--- src/rtl/serw_pkg.sv ---
package serw_pkg;
  localparam int DATA_W = 8;
  localparam int ADDR_W = 5;
  localparam int CMD_W  = DATA_W - ADDR_W;
  localparam int SEL_W  = 2;

  typedef enum logic [SEL_W-1:0] {
    TGT_CHAR  = 2'd0,
    TGT_ATTR  = 2'd1,
    TGT_GLYPH = 2'd2,
    TGT_GFX   = 2'd3
  } ram_tgt_e;

  // command MSB clear selects a RAM target
  function automatic logic cmd_is_ram(input logic [CMD_W-1:0] c);
    return ~c[CMD_W-1];
  endfunction

  function automatic logic [SEL_W-1:0] cmd_sel(input logic [CMD_W-1:0] c);
    return c[SEL_W-1:0];
  endfunction

  // address advance with natural wrap of the ADDR_W-bit field
  function automatic logic [ADDR_W-1:0] addr_step(input logic [ADDR_W-1:0] a);
    return a + {{(ADDR_W-1){1'b0}}, 1'b1};
  endfunction
endpackage

--- src/rtl/serw_sync.sv ---
module serw_sync #(
  parameter int STAGES = 2
) (
  input  logic clk,
  input  logic rst_n,
  input  logic cs_n,
  input  logic sclk,
  input  logic sdata,
  output logic cs_act,
  output logic cs_fall,
  output logic sclk_rise,
  output logic bit_val
);
  logic [STAGES:0]   cs_p;
  logic [STAGES:0]   sclk_p;
  logic [STAGES-1:0] dat_p;

  always_ff @(posedge clk or negedge rst_n) begin
    if (!rst_n) begin
      cs_p   <= '1;
      sclk_p <= '0;
      dat_p  <= '0;
    end else begin
      cs_p   <= {cs_p[STAGES-1:0], cs_n};
      sclk_p <= {sclk_p[STAGES-1:0], sclk};
      dat_p  <= {dat_p[STAGES-2:0], sdata};
    end
  end

  // synchronised level at index STAGES-1, one-cycle-older copy at STAGES
  assign cs_act    = ~cs_p[STAGES-1];
  assign cs_fall   = ~cs_p[STAGES-1] & cs_p[STAGES];
  assign sclk_rise = sclk_p[STAGES-1] & ~sclk_p[STAGES];
  assign bit_val   = dat_p[STAGES-1];
endmodule

--- src/rtl/serw_deframe.sv ---
module serw_deframe #(
  parameter int DATA_W = serw_pkg::DATA_W
) (
  input  logic              clk,
  input  logic              rst_n,
  input  logic              cs_act,
  input  logic              cs_fall,
  input  logic              sclk_rise,
  input  logic              bit_val,
  output logic              byte_stb,
  output logic              byte_first,
  output logic [DATA_W-1:0] byte_q
);
  localparam int CNT_W = $clog2(DATA_W);
  localparam logic [CNT_W-1:0] LAST = CNT_W'(DATA_W - 1);

  logic [CNT_W-1:0]  bit_cnt;
  logic [DATA_W-1:0] shreg;
  logic              first_pend;
  logic [DATA_W-1:0] shifted;
  logic              take_bit;

  assign take_bit = sclk_rise & cs_act;
  // LSB first: new bits enter at the top and move down toward bit 0
  assign shifted  = {bit_val, shreg[DATA_W-1:1]};

  always_ff @(posedge clk or negedge rst_n) begin
    if (!rst_n) begin
      bit_cnt    <= '0;
      shreg      <= '0;
      first_pend <= 1'b0;
      byte_stb   <= 1'b0;
      byte_first <= 1'b0;
      byte_q     <= '0;
    end else begin
      byte_stb <= 1'b0;
      if (cs_fall) begin
        bit_cnt    <= '0;
        shreg      <= '0;
        first_pend <= 1'b1;
      end else if (take_bit) begin
        shreg <= shifted;
        if (bit_cnt == LAST) begin
          bit_cnt    <= '0;
          byte_stb   <= 1'b1;
          byte_q     <= shifted;
          byte_first <= first_pend;
          first_pend <= 1'b0;
        end else begin
          bit_cnt <= bit_cnt + 1'b1;
        end
      end
    end
  end

  AST_FRAME_RESTART: assert property (@(posedge clk) disable iff (!rst_n)
    cs_fall |=> (bit_cnt == '0) && !byte_stb);
  AST_IDLE_QUIET: assert property (@(posedge clk) disable iff (!rst_n)
    !cs_act |=> !byte_stb);
endmodule

--- src/rtl/serw_decode.sv ---
module serw_decode
  import serw_pkg::*;
(
  input  logic              clk,
  input  logic              rst_n,
  input  logic              cs_fall,
  input  logic              byte_stb,
  input  logic              byte_first,
  input  logic [DATA_W-1:0] byte_q,
  output logic              ram_we,
  output logic [SEL_W-1:0]  ram_sel,
  output logic [ADDR_W-1:0] ram_addr,
  output logic [DATA_W-1:0] ram_data,
  output logic              reg_we,
  output logic [SEL_W-1:0]  reg_code,
  output logic [ADDR_W-1:0] reg_addr,
  output logic [DATA_W-1:0] reg_data
);
  logic [CMD_W-1:0]  cmd_q;
  logic [ADDR_W-1:0] addr_q;
  logic              active_q;
  logic              reg_done_q;
  logic              cmd_load;
  logic              data_byte;

  assign cmd_load  = byte_stb & byte_first;
  assign data_byte = byte_stb & ~byte_first & active_q;

  always_ff @(posedge clk or negedge rst_n) begin
    if (!rst_n) begin
      cmd_q      <= '0;
      addr_q     <= '0;
      active_q   <= 1'b0;
      reg_done_q <= 1'b0;
      ram_we     <= 1'b0;
      ram_sel    <= '0;
      ram_addr   <= '0;
      ram_data   <= '0;
      reg_we     <= 1'b0;
      reg_code   <= '0;
      reg_addr   <= '0;
      reg_data   <= '0;
    end else begin
      ram_we <= 1'b0;
      reg_we <= 1'b0;
      if (cs_fall) begin
        active_q <= 1'b0;
      end else if (cmd_load) begin
        cmd_q      <= byte_q[DATA_W-1:ADDR_W];
        addr_q     <= byte_q[ADDR_W-1:0];
        active_q   <= 1'b1;
        reg_done_q <= 1'b0;
      end else if (data_byte) begin
        if (cmd_is_ram(cmd_q)) begin
          ram_we   <= 1'b1;
          ram_sel  <= cmd_sel(cmd_q);
          ram_addr <= addr_q;
          ram_data <= byte_q;
          addr_q   <= addr_step(addr_q);
        end else if (!reg_done_q) begin
          reg_we     <= 1'b1;
          reg_code   <= cmd_sel(cmd_q);
          reg_addr   <= addr_q;
          reg_data   <= byte_q;
          reg_done_q <= 1'b1;
        end
      end
    end
  end

  // checker state, independent of the write path above
  logic              chk_have_prev;
  logic [ADDR_W-1:0] chk_prev;
  logic              chk_reg_seen;

  always_ff @(posedge clk or negedge rst_n) begin
    if (!rst_n) begin
      chk_have_prev <= 1'b0;
      chk_prev      <= '0;
      chk_reg_seen  <= 1'b0;
    end else if (cmd_load) begin
      chk_have_prev <= 1'b0;
      chk_reg_seen  <= 1'b0;
    end else begin
      if (ram_we) begin
        chk_have_prev <= 1'b1;
        chk_prev      <= ram_addr;
      end
      if (reg_we) chk_reg_seen <= 1'b1;
    end
  end

  AST_ADDR_STEP: assert property (@(posedge clk) disable iff (!rst_n)
    ram_we && chk_have_prev |-> ram_addr == addr_step(chk_prev));
  AST_REG_ONCE: assert property (@(posedge clk) disable iff (!rst_n)
    reg_we |-> !chk_reg_seen);
  AST_ONE_STROBE: assert property (@(posedge clk) disable iff (!rst_n)
    !(ram_we && reg_we));
  AST_RAM_PULSE: assert property (@(posedge clk) disable iff (!rst_n)
    ram_we |=> !ram_we);
  AST_REG_PULSE: assert property (@(posedge clk) disable iff (!rst_n)
    reg_we |=> !reg_we);
  AST_CMD_SILENT: assert property (@(posedge clk) disable iff (!rst_n)
    cmd_load |=> !ram_we && !reg_we);
endmodule

--- src/rtl/serw_top.sv ---
module serw_top
  import serw_pkg::*;
#(
  parameter int SYNC_STAGES = 2
) (
  input  logic              clk,
  input  logic              rst_n,
  input  logic              cs_n,
  input  logic              sclk,
  input  logic              sdata,
  output logic              ram_we,
  output logic [SEL_W-1:0]  ram_sel,
  output logic [ADDR_W-1:0] ram_addr,
  output logic [DATA_W-1:0] ram_data,
  output logic              reg_we,
  output logic [SEL_W-1:0]  reg_code,
  output logic [ADDR_W-1:0] reg_addr,
  output logic [DATA_W-1:0] reg_data
);
  logic              cs_act;
  logic              cs_fall;
  logic              sclk_rise;
  logic              bit_val;
  logic              byte_stb;
  logic              byte_first;
  logic [DATA_W-1:0] byte_q;

  serw_sync #(.STAGES(SYNC_STAGES)) u_sync (
    .clk(clk), .rst_n(rst_n), .cs_n(cs_n), .sclk(sclk), .sdata(sdata),
    .cs_act(cs_act), .cs_fall(cs_fall), .sclk_rise(sclk_rise), .bit_val(bit_val)
  );

  serw_deframe #(.DATA_W(DATA_W)) u_deframe (
    .clk(clk), .rst_n(rst_n), .cs_act(cs_act), .cs_fall(cs_fall),
    .sclk_rise(sclk_rise), .bit_val(bit_val),
    .byte_stb(byte_stb), .byte_first(byte_first), .byte_q(byte_q)
  );

  serw_decode u_decode (
    .clk(clk), .rst_n(rst_n), .cs_fall(cs_fall),
    .byte_stb(byte_stb), .byte_first(byte_first), .byte_q(byte_q),
    .ram_we(ram_we), .ram_sel(ram_sel), .ram_addr(ram_addr), .ram_data(ram_data),
    .reg_we(reg_we), .reg_code(reg_code), .reg_addr(reg_addr), .reg_data(reg_data)
  );
endmodule

--- config.mk ---
export PLATFORM = sky130hd
export DESIGN_NAME = serw_top
export DESIGN_NICKNAME = d
export VERILOG_FILES = /design/src/rtl/serw_pkg.sv /design/src/rtl/serw_sync.sv /design/src/rtl/serw_deframe.sv /design/src/rtl/serw_decode.sv /design/src/rtl/serw_top.sv
export SDC_FILE = /design/constraint.sdc
export NUM_CORES = 1
export LEC_CHECK = 0
export BUFFER_PORTS_ARGS = -buffer_cell sky130_fd_sc_hd__buf_2
export CORE_MARGIN = 1
export CORE_UTILIZATION = 40
export DETAILED_ROUTE_END_ITERATION = 8
export PLACE_DENSITY_LB_ADDON = 0.2
export SYNTH_ARGS = -nofsm -noshare
export SYNTH_HDL_FRONTEND = slang
export SYNTH_SLANG_ARGS = --single-unit
--- constraint.sdc ---
create_clock -name clk -period 1.95 [get_ports clk]
set_input_delay 0.195 -clock clk [delete_from_list [all_inputs] [get_ports clk]]
set_output_delay 0.195 -clock clk [all_outputs]
set_load 0.1 [all_outputs]
### Yosys cells after proc, flatten, opt, wreduce, memory -nomap -nowiden

Index checks and enable logic that the tools add are counted.

* add/sub/neg operators: 2
* equal/unequal tests: 2
* mux-type cells: 28
* bitwise logic cells: 13
* reduce and logical (&&, ||, !) cells: 12

Operators by type and width (count)
* 1-bit two-way mux: 20
* 8-bit two-way mux: 2
* 5-bit two-way mux: 3
* 2-bit nonzero test: 5
* 3-bit two-way mux: 3
* 3-bit AND reduction: 3
* 1-bit inverter: 7
* 1-bit bitwise AND: 6
* 5-bit by 1-bit adder with 5-bit output, second input constant: 1
* 5-bit AND reduction: 1
* 2-bit AND reduction: 2
* 4-bit AND reduction: 1
* 3-bit by 1-bit adder with 3-bit output, second input constant: 1
* 3-bit equality test, second input constant: 1
* 2-bit inequality test, second input constant: 1

* flip-flop bits (word level): 72
* input port bits: 5
* output and inout bits: 32

### Longest topological paths before layout

Gate-level depths: netlist of run 1.

* word-level depth: 6
* gate-level depth with buffers: 5
* depth with buffers taken out: 4

### Hierarchy

A second synthesis of run 1 with hierarchy kept.

* cell total of the unflattened synthesis: 199
* area total of the unflattened synthesis: 2891.5 um2

By module, submodules not included
* serw_decode: times used 1, cells an instance 117, area each 1741.7 um2
* serw_deframe: times used 1, cells an instance 71, area each 922.1 um2
* serw_sync: times used 1, cells an instance 11, area each 227.7 um2

### Worst setup path after synthesis of run 1

No wires, ideal clock.

* kind: register -> register
* start point: reg u_sync.cs_p[1]
* end point: reg u_decode.ram_addr[2]
* library setup time: 0.125 ns
* arrival time: 1.413 ns
* data required time: 1.825 ns
* slack: 0.411 ns
* cell stages (with the launch flop): 6
* path buffers: 2
* period minus slack after synthesis: 1.539 ns
* path through: dfstp_2 nand2b_1 buf_4 nand4b_4 buf_6 mux2_4

* longest elaborated chain between the ends: 4

Ends and longest elaborated chain
* from (decl): RTL line serw_sync.sv:14 `logic [STAGES:0] cs_p;`
* from (signal assigned): RTL line serw_sync.sv:24 `cs_p <= {cs_p[STAGES-1:0], cs_n};`
* 1-bit inverter: RTL line serw_sync.sv:32 `assign cs_fall = ~cs_p[STAGES-1] & cs_p[STAGES];`
* 1-bit bitwise AND: RTL line serw_sync.sv:32
* 1-bit inverter (no source line)
* 4-bit AND reduction (no source line)
* to (signal assigned): RTL line serw_decode.sv:57 `ram_addr <= addr_q;`
* to (decl): RTL line serw_decode.sv:12 `output logic [ADDR_W-1:0] ram_addr,`

No other way between the ends.
A chain may end at the register's enable or synchronous reset.

### Final worst setup path of run 1

* start point: reg u_sync.cs_p[1]
* end point: reg u_decode.ram_data[1]

* longest elaborated chain between the ends: 4

Ends and longest elaborated chain
* 1-bit inverter: RTL line serw_sync.sv:32
* 1-bit bitwise AND: RTL line serw_sync.sv:32
* 1-bit inverter (no source line)
* 4-bit AND reduction (no source line)
* to (signal assigned): RTL line serw_decode.sv:58 `ram_data <= byte_q;`
* to (decl): RTL line serw_decode.sv:13 `output logic [DATA_W-1:0] ram_data,`

No other way between the ends.

==> results.sh, run 1 <==
export IMPL_status="finished, final reports clean"
export IMPL_grt_pass1_wl_mm=8.36
export IMPL_ys_dominant_reg_cell="dfrtp_1"
export IMPL_die_w_um=86.7
export IMPL_track_usage_pct=14.9
export IMPL_drtIter0Drc=75
export IMPL_seqPwrFrac_pct=54.1
export IMPL_grt_max_degree=72
export IMPL_powerDensity_mw_per_mm2=800
export IMPL_synth_most_common_cell="dfrtp_1"
export IMPL_switching_power_uw=562
export IMPL_clock_fmax_mhz=557
export IMPL_yosysTopAreaCell="dfrtp_1"
export IMPL_synth_common_cells="dfrtp_1 (68), mux2_2 (27), mux2_4 (18), a22o_1 (11), inv_1 (6)"
export IMPL_drcViolationCount=0
export IMPL_crit_fanout=9
export IMPL_arrival_ns=2.02
export IMPL_antenna_found_initial=0
export IMPL_yosysTopAreaCellShare_pct=59.4
export IMPL_synth_edf_count=0
export IMPL_drv_cap=0
export IMPL_min_period_ns=1.80
export IMPL_post_cts_setup_buffers=0
export IMPL_synthArstFlopShare_pct=100
export IMPL_p_leak_nw=1.90
export IMPL_clock_latency_ns=0.34
export IMPL_rows=30
export IMPL_yosysWarningCount=0
export IMPL_area_growth_pct=20.6
export IMPL_finalPower_mw=2.77
export IMPL_first_pass_iters=4
export IMPL_dpl_hpwl_mm=3.20
export IMPL_hold_viol=0
export IMPL_fin_nets=241
export IMPL_path_clk_slew_ns=0.07
export IMPL_fp_dieH_um=86.7
export IMPL_r2r_cells=4
export IMPL_vias_per_cell=4.86
export IMPL_synth_cell_types=33
export IMPL_pwr_share_comb_pct=2.4
export IMPL_skew_ns=0.00989
export IMPL_pre_cts_ws_ns=0.130
export IMPL_routabilityCongestion=0.724
export IMPL_crit_path_end_kind="flip-flop"
export IMPL_ir_worst_vdd_uv=402
export IMPL_synth_seq_area_share_pct=62.1
export IMPL_worstHoldPathCells=0
export IMPL_clock_path_buffers=2
export IMPL_ioPinCount=37
export IMPL_layout_drive_gt1_share_pct=48.3
export IMPL_grt_setup_unrepaired="false"
export IMPL_p_int_mw=2.20
export IMPL_hold_path_class="flip-flop to flip-flop"
export IMPL_syn_avg_cell_area_um2=15.9
export IMPL_path_class="flip-flop to flip-flop"
export IMPL_setup_viol=0
export IMPL_cts_root_buf="clkbuf_8"
export IMPL_port_buffers=36
export IMPL_start_util_pct=41.7
export IMPL_ant_nets=0
export IMPL_vias=1622
export IMPL_maxSlewViolCount=0
export IMPL_synth_area_mm2=0.00287
export IMPL_numCtsBuffers=9
export IMPL_crit_required_ns=2.17
export IMPL_grt_pass1_vias=1669
export IMPL_drt_wl_total_mm=4.88
export IMPL_cts_tree="yes"
export IMPL_core_region_area_mm2=0.00687
export IMPL_period_share_pct=92.1
export IMPL_htree_levels=3
export IMPL_synthTopCellsByArea="dfrtp_1 (59%), mux2_2 (11%), mux2_4 (9.4%)"
export IMPL_fin_ws_ns=0.154
export IMPL_pwr_share_clk_pct=43.5
export IMPL_wire_per_inst_um=14.6
export IMPL_worst_pin_slew_ns=0.491
export IMPL_ys_ff_latch=71
export IMPL_die_area_mm2=0.00751
export IMPL_dp_cells=314
export IMPL_grt_overflow=0
export IMPL_worstSetupStartpointType="flip-flop"
export IMPL_cts_sinks=71
export IMPL_swShare_pct=20.3
export IMPL_final_cells=334
export IMPL_synth_cells=180
export IMPL_slew_headroom_pct=67.5
export IMPL_final_setup_tns_ns=0
export IMPL_holdWs_ns=0.353
export IMPL_antenna_cells=0
export IMPL_syn_num_nets=188
-- placed cells by master, fill, tap and decap left out, types with 2 or more instances in the layout --
master         instances
a22o_1                11
a22oi_1                3
a32o_1                 2
and2_1                 2
buf_12                 2
buf_2                 36
buf_4                  8
clkbuf_8              12
clkinv_2               2
dfrtp_1               68
dfstp_2                3
dlygate4sd3_1          4
ha_1                   3
inv_1                  6
mux2_2                27
mux2_4                18
nand2b_1               2
nand3_1                4
nand3b_1               2
nor2_1                 2
o2111ai_1              3
o21ai_0                2
o31ai_1                2
-- stage by stage --
stage / cell area (um^2) / util [%]
final: 3460 / 50.3
after global routing: 3460 / 50.3
after CTS: 3460 / 50.3
after detailed placement: 3210 / 46.7
after global placement: 3210 / 46.7
after floorplan: 2870 / -
-- routing by layer --
layer | share of wire [%] | routed length (um) | vias up | GRT usage [%]
li1 | - | - | 766 | -
met1 | 50 | 2420 | 826 | 20.4
met2 | 47 | 2290 | 26 | 21.9
met3 | 2.8 | 135 | 4 | 4.86
met4 | 0.59 | 29 | 0 | 5.91
met5 | 0 | 0 | - | 0
-- what timing repair did --
| item | 4_1_cts | 5_1_grt |
|---|---|---|
| endpoints found under the hold margin | 71 | 0 |
| hold buffers | 4 | 0 |
| gates resized for setup | 0 | 0 |
-- area by class of cell --
type	count	area (um^2)
Clock buffer	13	169
Clock inverter	3	40.0
Fill cell	615	3410
Inverter	6	22.5
Multi-Input combinational cell	95	1000
Sequential cell	71	1780
Tap cell	96	120
Timing Repair Buffer	50	320
-- cell families (layout without fill, tap and decap cells) --
logic type,after synthesis,after routing,synth area share (%)
multiplexers,45,45,20.0
AND/OR/NAND/NOR,19,19,5.63
buffers and inverters,14,72,2.84
flip-flops,71,71,62.1
AO/OA/AOI/OAI,28,28,8.08
adder cells (fa/ha/maj),3,3,1.31
-- path summary, 6_finish.rpt --
check / start / to / slack, ns
max reg2reg: u_sync.cs_p[1] / u_decode.ram_data[1] / 0.15
min: u_sync.dat_p[0] / u_sync.dat_p[1] / 0.35
max: u_sync.cs_p[1] / u_decode.ram_data[1] / 0.15
max in group asynchronous: rst_n / u_sync.cs_p[2] / 1.19
min in group asynchronous: rst_n / u_decode.reg_addr[1] / 0.40
min reg2reg: u_sync.dat_p[0] / u_sync.dat_p[1] / 0.35
-- state kept, by name, indices dropped and copies added, names as in the netlist, 3 cells and up --
name and count:
u_deframe.bit_cnt 3, u_sync.sclk_p 3, u_sync.cs_p 3, u_decode.ram_addr 5, u_decode.reg_addr 5, u_decode.cmd_q 3
u_deframe.shreg 7, u_deframe.byte_q 8, u_decode.ram_data 8, u_decode.reg_data 8, u_decode.addr_q 5
-- power groups by stage --
stage	clock network [mW]	registers, mW	logic [mW]
3_5_place_dp	0	1.52	0.0638
6_report	1.20	1.50	0.0664
4_1_cts	1.25	1.50	0.0701
3_3_place_gp	0	1.52	0.0634
5_1_grt	1.32	1.50	0.0773
2_1_floorplan	0	1.52	0.0187
-- worst max-delay path, stage by stage (launching register included) --
cell and delay, ns:
dfstp_2 0.56, nand2b_1 0.37, nand4b_4 0.22, buf_4 0.24, mux2_4 0.30
(Power assumes the default switching activity.)
==> run 2, diff against run 1 <==
--- a/config.mk
+++ b/config.mk
@@ -9,6 +9,7 @@
 export CORE_MARGIN = 1
 export CORE_UTILIZATION = 40
 export DETAILED_ROUTE_END_ITERATION = 8
+export MAX_ROUTING_LAYER = met4
 export PLACE_DENSITY_LB_ADDON = 0.2
 export SYNTH_ARGS = -nofsm -noshare
 export SYNTH_HDL_FRONTEND = slang
==> run 2 against run 1 <==
Effect of this change: worst hold slack unchanged; fmax rose by 0.20%; utilization is the same; via count is 0.31% higher; sequential cell count is the same; combinational power about the same; global-route usage is 0.45 points higher; largest cell class unchanged; largest power group unchanged; highest routed layer unchanged.
==> results.sh, run 2 (synthesis results as in run 1) <==
export IMPL_clock_fmax_mhz=558
export IMPL_first_pass_iters=4
export IMPL_wire_per_inst_um=14.6
export IMPL_dpl_hpwl_mm=3.20
export IMPL_cts_tree="yes"
export IMPL_core_region_area_mm2=0.00687
export IMPL_slowest_delay_ns=0.56
export IMPL_skew_ns=0.00970
export IMPL_fp_dieH_um=86.7
export IMPL_period_share_pct=91.9
export IMPL_reg_largest_list="u_decode.ram_data (8), u_decode.reg_data (8), u_deframe.byte_q (8)"
export IMPL_path_class="flip-flop to flip-flop"
export IMPL_hold_viol=0
export IMPL_swShare_pct=20.3
export IMPL_worstSetupStartpointType="flip-flop"
export IMPL_cp_startpoint="u_sync.cs_p[1]"
export IMPL_antenna_found_initial=0
export IMPL_drt_wl_total_mm=4.87
export IMPL_layout_drive_gt1_share_pct=48.3
export IMPL_r2r_start="u_sync.cs_p[1]"
export IMPL_p_int_mw=2.20
export IMPL_worstPathBufferInverterCount=1
export IMPL_min_period_ns=1.79
export IMPL_worst_path_dominant_cell_family="simple AND/OR/NAND/NOR gates"
export IMPL_ir_worst_vdd_uv=402
export IMPL_vias=1627
export IMPL_pwr_share_clk_pct=43.5
export IMPL_crit_fanout=9
export IMPL_status="finished, final reports clean"
export IMPL_maxSlewViolCount=0
export IMPL_rows=30
export IMPL_cts_resized=0
export IMPL_layout_common_cells="dfrtp_1 (68), buf_2 (36), mux2_2 (27)"
export IMPL_design_area_mm2=0.00346
export IMPL_hold_path_class="flip-flop to flip-flop"
export IMPL_switching_power_uw=560
export IMPL_cts_root_buf="clkbuf_8"
export IMPL_worst_pin_slew_ns=0.491
export IMPL_drcViolationCount=0
export IMPL_crit_path_cell_trace="nand2b_1, nand4b_4, buf_4, mux2_4"
export IMPL_setup_viol=0
export IMPL_grt_pass1_wl_mm=8.34
export IMPL_die_w_um=86.7
export IMPL_ant_nets=0
export IMPL_grt_pass1_vias=1676
export IMPL_vias_per_cell=4.87
export IMPL_crit_path_end_kind="flip-flop"
export IMPL_post_cts_setup_buffers=0
export IMPL_powerDensity_mw_per_mm2=800
export IMPL_area_growth_pct=20.6
export IMPL_grt_max_degree=72
export IMPL_die_area_mm2=0.00751
export IMPL_cts_sinks=71
export IMPL_numCtsBuffers=9
export IMPL_grt_overflow=0
export IMPL_grt_setup_unrepaired="false"
export IMPL_drtIter0Drc=65
export IMPL_port_buffers=36
export IMPL_cp_slowest_cell="dfstp_2"
export IMPL_crit_required_ns=2.17
export IMPL_path_clk_slew_ns=0.07
export IMPL_final_setup_tns_ns=0
export IMPL_htree_levels=3
export IMPL_placed_cell_area_mm2=0.00321
export IMPL_routabilityCongestion=0.733
export IMPL_hp_start="u_sync.dat_p[0]"
export IMPL_utilization_pct=50.3
export IMPL_antenna_cells=0
export IMPL_ioPinCount=37
export IMPL_layout_commonest_cell="dfrtp_1"
export IMPL_arrival_ns=2.01
export IMPL_seqPwrFrac_pct=54.1
export IMPL_clock_path_buffers=2
export IMPL_pwr_share_comb_pct=2.4
export IMPL_drv_cap=0
export IMPL_clock_latency_ns=0.34
export IMPL_fin_nets=241
export IMPL_track_usage_pct=15.3
export IMPL_start_util_pct=41.7
export IMPL_slew_headroom_pct=67.5
export IMPL_p_leak_nw=1.90
run 2: cell counts in the layout (fill, tap and decap cells not counted):
Identical to the previous run, type by type.
run 2: layout make-up:
cell class                 instances  area, um^2
clock buffer                      13         169
sequential                        71        1780
tap                               96         120
multi-input combinational         95        1000
fill                             615        3410
inverter                           6        22.5
clock inverter                     3        40.0
timing repair buffer              50         320
run 2: power by group through the flow:
stage                     clock (mW)  sequential [mW]  combinational (mW)
final                           1.20             1.50              0.0665
after global routing            1.32             1.50              0.0773
after CTS                       1.25             1.50              0.0701
after detailed placement           0             1.52              0.0638
after global placement             0             1.52              0.0634
after floorplan                    0             1.52              0.0187
run 2: worst paths after layout:
| kind | depth (start not counted) | slack, ns | to |
|---|---|---|---|
| min | 0 | 0.35 | u_sync.dat_p[1] |
| min reg2reg | 0 | 0.35 | u_sync.dat_p[1] |
| max reg2reg | 4 | 0.16 | u_decode.ram_data[1] |
| max | 4 | 0.16 | u_decode.ram_data[1] |
| min in group asynchronous | 3 | 0.41 | u_decode.reg_addr[1] |
| max in group asynchronous | 3 | 1.20 | u_sync.cs_p[2] |
run 2: stage by stage:
step | hold slack [ns] | power (mW) | setup WS, ns | cells
after floorplan | -0.101 | 1.54 | 0.411 | 180
after global placement | 0.253 | 1.59 | 0.170 | 314
after detailed placement | 0.253 | 1.59 | 0.130 | 314
after CTS | 0.358 | 2.82 | 0.130 | 334
after global routing | 0.366 | 2.89 | 0.0578 | 334
final | 0.353 | 2.76 | 0.157 | 334
run 2: per-layer routing:
layer / wire (um) / part of all wire [%] / global-route usage, % / up-vias
met5: 0 / 0 / - / -
met4: 43 / 0.88 / 5.91 / 0
met3: 146 / 3.0 / 4.86 / 6
met2: 2290 / 47 / 21.9 / 30
met1: 2400 / 49 / 20.4 / 825
li1: - / - / - / 766
run 2: timing repair:
action                                  4_1_cts  5_1_grt
hold endpoints to repair                     71        0
hold buffers                                  4        0
endpoints found under the setup margin        0        0
==> run 3, diff against run 2 <==
--- a/config.mk
+++ b/config.mk
@@ -6,6 +6,8 @@
 export NUM_CORES = 1
 export LEC_CHECK = 0
 export BUFFER_PORTS_ARGS = -buffer_cell sky130_fd_sc_hd__buf_2
+export CELL_PAD_IN_SITES_DETAIL_PLACEMENT = 0
+export CELL_PAD_IN_SITES_GLOBAL_PLACEMENT = 1
 export CORE_MARGIN = 1
 export CORE_UTILIZATION = 40
 export DETAILED_ROUTE_END_ITERATION = 8
==> run 3 against run 2 <==
Effect of this change: critical path depth is 1 lower; global-route usage grew 0.94 points; die area stayed put; sequential power hardly changed; register-to-register slack about the same; fmax is 0.52% higher; via count increased by 1.7%; wire length rose by 6.2%; cell area rose by 1.6%; clock power grew 24%; first-iteration DRC count increased by 3.1%; largest cell class unchanged; largest power group unchanged.
==> results.sh, run 3 (synthesis results as in run 1) <==
export IMPL_crit_fanout=10
export IMPL_path_class="flip-flop to flip-flop"
export IMPL_arrival_ns=2.01
export IMPL_track_usage_pct=16.3
export IMPL_status="finished, final reports clean"
export IMPL_grt_pass1_wl_mm=8.84
export IMPL_layout_drive_gt1_share_pct=48.7
export IMPL_start_util_pct=41.7
export IMPL_min_period_ns=1.78
export IMPL_grt_max_degree=72
export IMPL_antenna_cells=0
export IMPL_wl_met2_mm=2.49
export IMPL_cp_slowest_cell="dfstp_2"
export IMPL_period_share_pct=91.5
export IMPL_drtIter0Drc=67
export IMPL_drt_wl_total_mm=5.18
export IMPL_finalPower_mw=3.05
export IMPL_p_leak_nw=1.96
export IMPL_dr_wl_met3_um=174
export IMPL_crit_path_end_kind="flip-flop"
export IMPL_clock_latency_ns=0.34
export IMPL_drv_cap=0
export IMPL_die_area_mm2=0.00751
export IMPL_htree_levels=3
export IMPL_powerDensity_mw_per_mm2=868
export IMPL_final_cells=334
export IMPL_skew_ns=0.00775
export IMPL_routabilityCongestion=0.752
export IMPL_maxSlewViolCount=0
export IMPL_grt_setup_unrepaired="false"
export IMPL_vias_per_cell=4.95
export IMPL_cts_sinks=71
export IMPL_slowest_delay_ns=0.56
export IMPL_dp_cells=308
export IMPL_cts_resized=0
export IMPL_path_clk_slew_ns=0.07
export IMPL_clock_path_buffers=2
export IMPL_die_w_um=86.7
export IMPL_layout_common_cells="dfrtp_1 (68), buf_2 (36), mux2_2 (27)"
export IMPL_utilization_pct=51.1
export IMPL_wire_per_inst_um=15.5
export IMPL_ant_nets=0
export IMPL_multi_input_comb_area_mm2=0.00100
export IMPL_fp_dieH_um=86.7
export IMPL_reg_largest_list="u_decode.ram_data (8), u_decode.reg_data (8), u_deframe.byte_q (8)"
export IMPL_cts_root_buf="clkbuf_8"
export IMPL_crit_path_cell_trace="nand2b_1, o211a_1, mux2_2"
export IMPL_fillers=589
export IMPL_hold_path_class="flip-flop to flip-flop"
export IMPL_slew_headroom_pct=50.0
export IMPL_placed_cell_area_mm2=0.00315
export IMPL_worst_path_dominant_cell_family="flip-flops"
export IMPL_rows=30
export IMPL_setup_viol=0
export IMPL_port_buffers=36
export IMPL_vias=1654
export IMPL_area_growth_pct=22.5
export IMPL_first_pass_iters=4
export IMPL_top_layer="met4"
export IMPL_hold_viol=0
export IMPL_worstSetupStartpointType="flip-flop"
export IMPL_worst_pin_slew_ns=0.749
export IMPL_grt_pass1_vias=1763
export IMPL_ioPinCount=37
export IMPL_ir_worst_vdd_uv=306
export IMPL_crit_required_ns=2.17
export IMPL_drcViolationCount=0
export IMPL_design_area_mm2=0.00351
export IMPL_fin_nets=241
export IMPL_worstPathBufferInverterCount=0
export IMPL_dpl_hpwl_mm=3.43
export IMPL_numCtsBuffers=9
export IMPL_layout_commonest_cell="dfrtp_1"
export IMPL_antenna_found_initial=0
export IMPL_wl_met1_mm=2.39
export IMPL_cts_tree="yes"
export IMPL_seq_area_mm2=0.00178
export IMPL_clock_fmax_mhz=561
export IMPL_grt_overflow=0
export IMPL_core_region_area_mm2=0.00687
[run 3: changes by cell type in the layout (fill, tap and decap cells not counted), sizes merged]
cell | previous run | this run
clkbuf | 13 | 12
bufinv | 1 | 3
inv | 6 | 7
clkinv | 2 | 0
[run 3: worst paths after layout]
kind                                  startpoint                 end  slack, ns  depth (start not counted)
worst max-delay path              u_sync.cs_p[1]  u_decode.addr_q[0]       0.17                          3
worst min-delay path            u_sync.sclk_p[0]    u_sync.sclk_p[1]       0.35                          0
worst max register to register    u_sync.cs_p[1]  u_decode.addr_q[0]       0.17                          3
worst min register to register  u_sync.sclk_p[0]    u_sync.sclk_p[1]       0.35                          0
max in group asynchronous                  rst_n      u_sync.cs_p[2]       1.21                          3
min in group asynchronous                  rst_n     u_decode.ram_we       0.40                          3
[run 3: cell type report]
cell class,instances,area share (%)
Clock inverter,4,2.81
Timing Repair Buffer,50,9.12
Inverter,6,0.641
Tap cell,96,3.42
Sequential cell,71,50.7
Clock buffer,12,4.70
Multi-Input combinational cell,95,28.6
[run 3: what timing repair did]
action / in CTS / in global routing
endpoints found under the setup margin: 25 / 0
setup buffers: 6 / 0
endpoints found under the hold margin: 71 / 0
hold buffers: 4 / 0
[run 3: through the flow]
stage	hold WS (ns)	TNS, ns	worst slack, ns
finish	0.349	0	0.167
global route	0.363	0	0.0444
CTS	0.352	0	0.149
detailed placement	0.245	-0.490	-0.0448
global placement	0.238	0	0.0743
floorplan	-0.101	0	0.411
[run 3: report_power, final]
group	switching, mW	total, mW	internal [mW]
registers	0.00881	1.50	1.49
clock network	0.531	1.49	0.959
logic	0.0421	0.0630	0.0210
total	0.582	3.05	2.47
[run 3: metal layers]
| metal | track usage, % | up-vias |
|---|---|---|
| li1 | - | 767 |
| met1 | 20.3 | 848 |
| met2 | 24.7 | 29 |
| met3 | 4.00 | 10 |
| met4 | 8.33 | 0 |
| met5 | - | - |
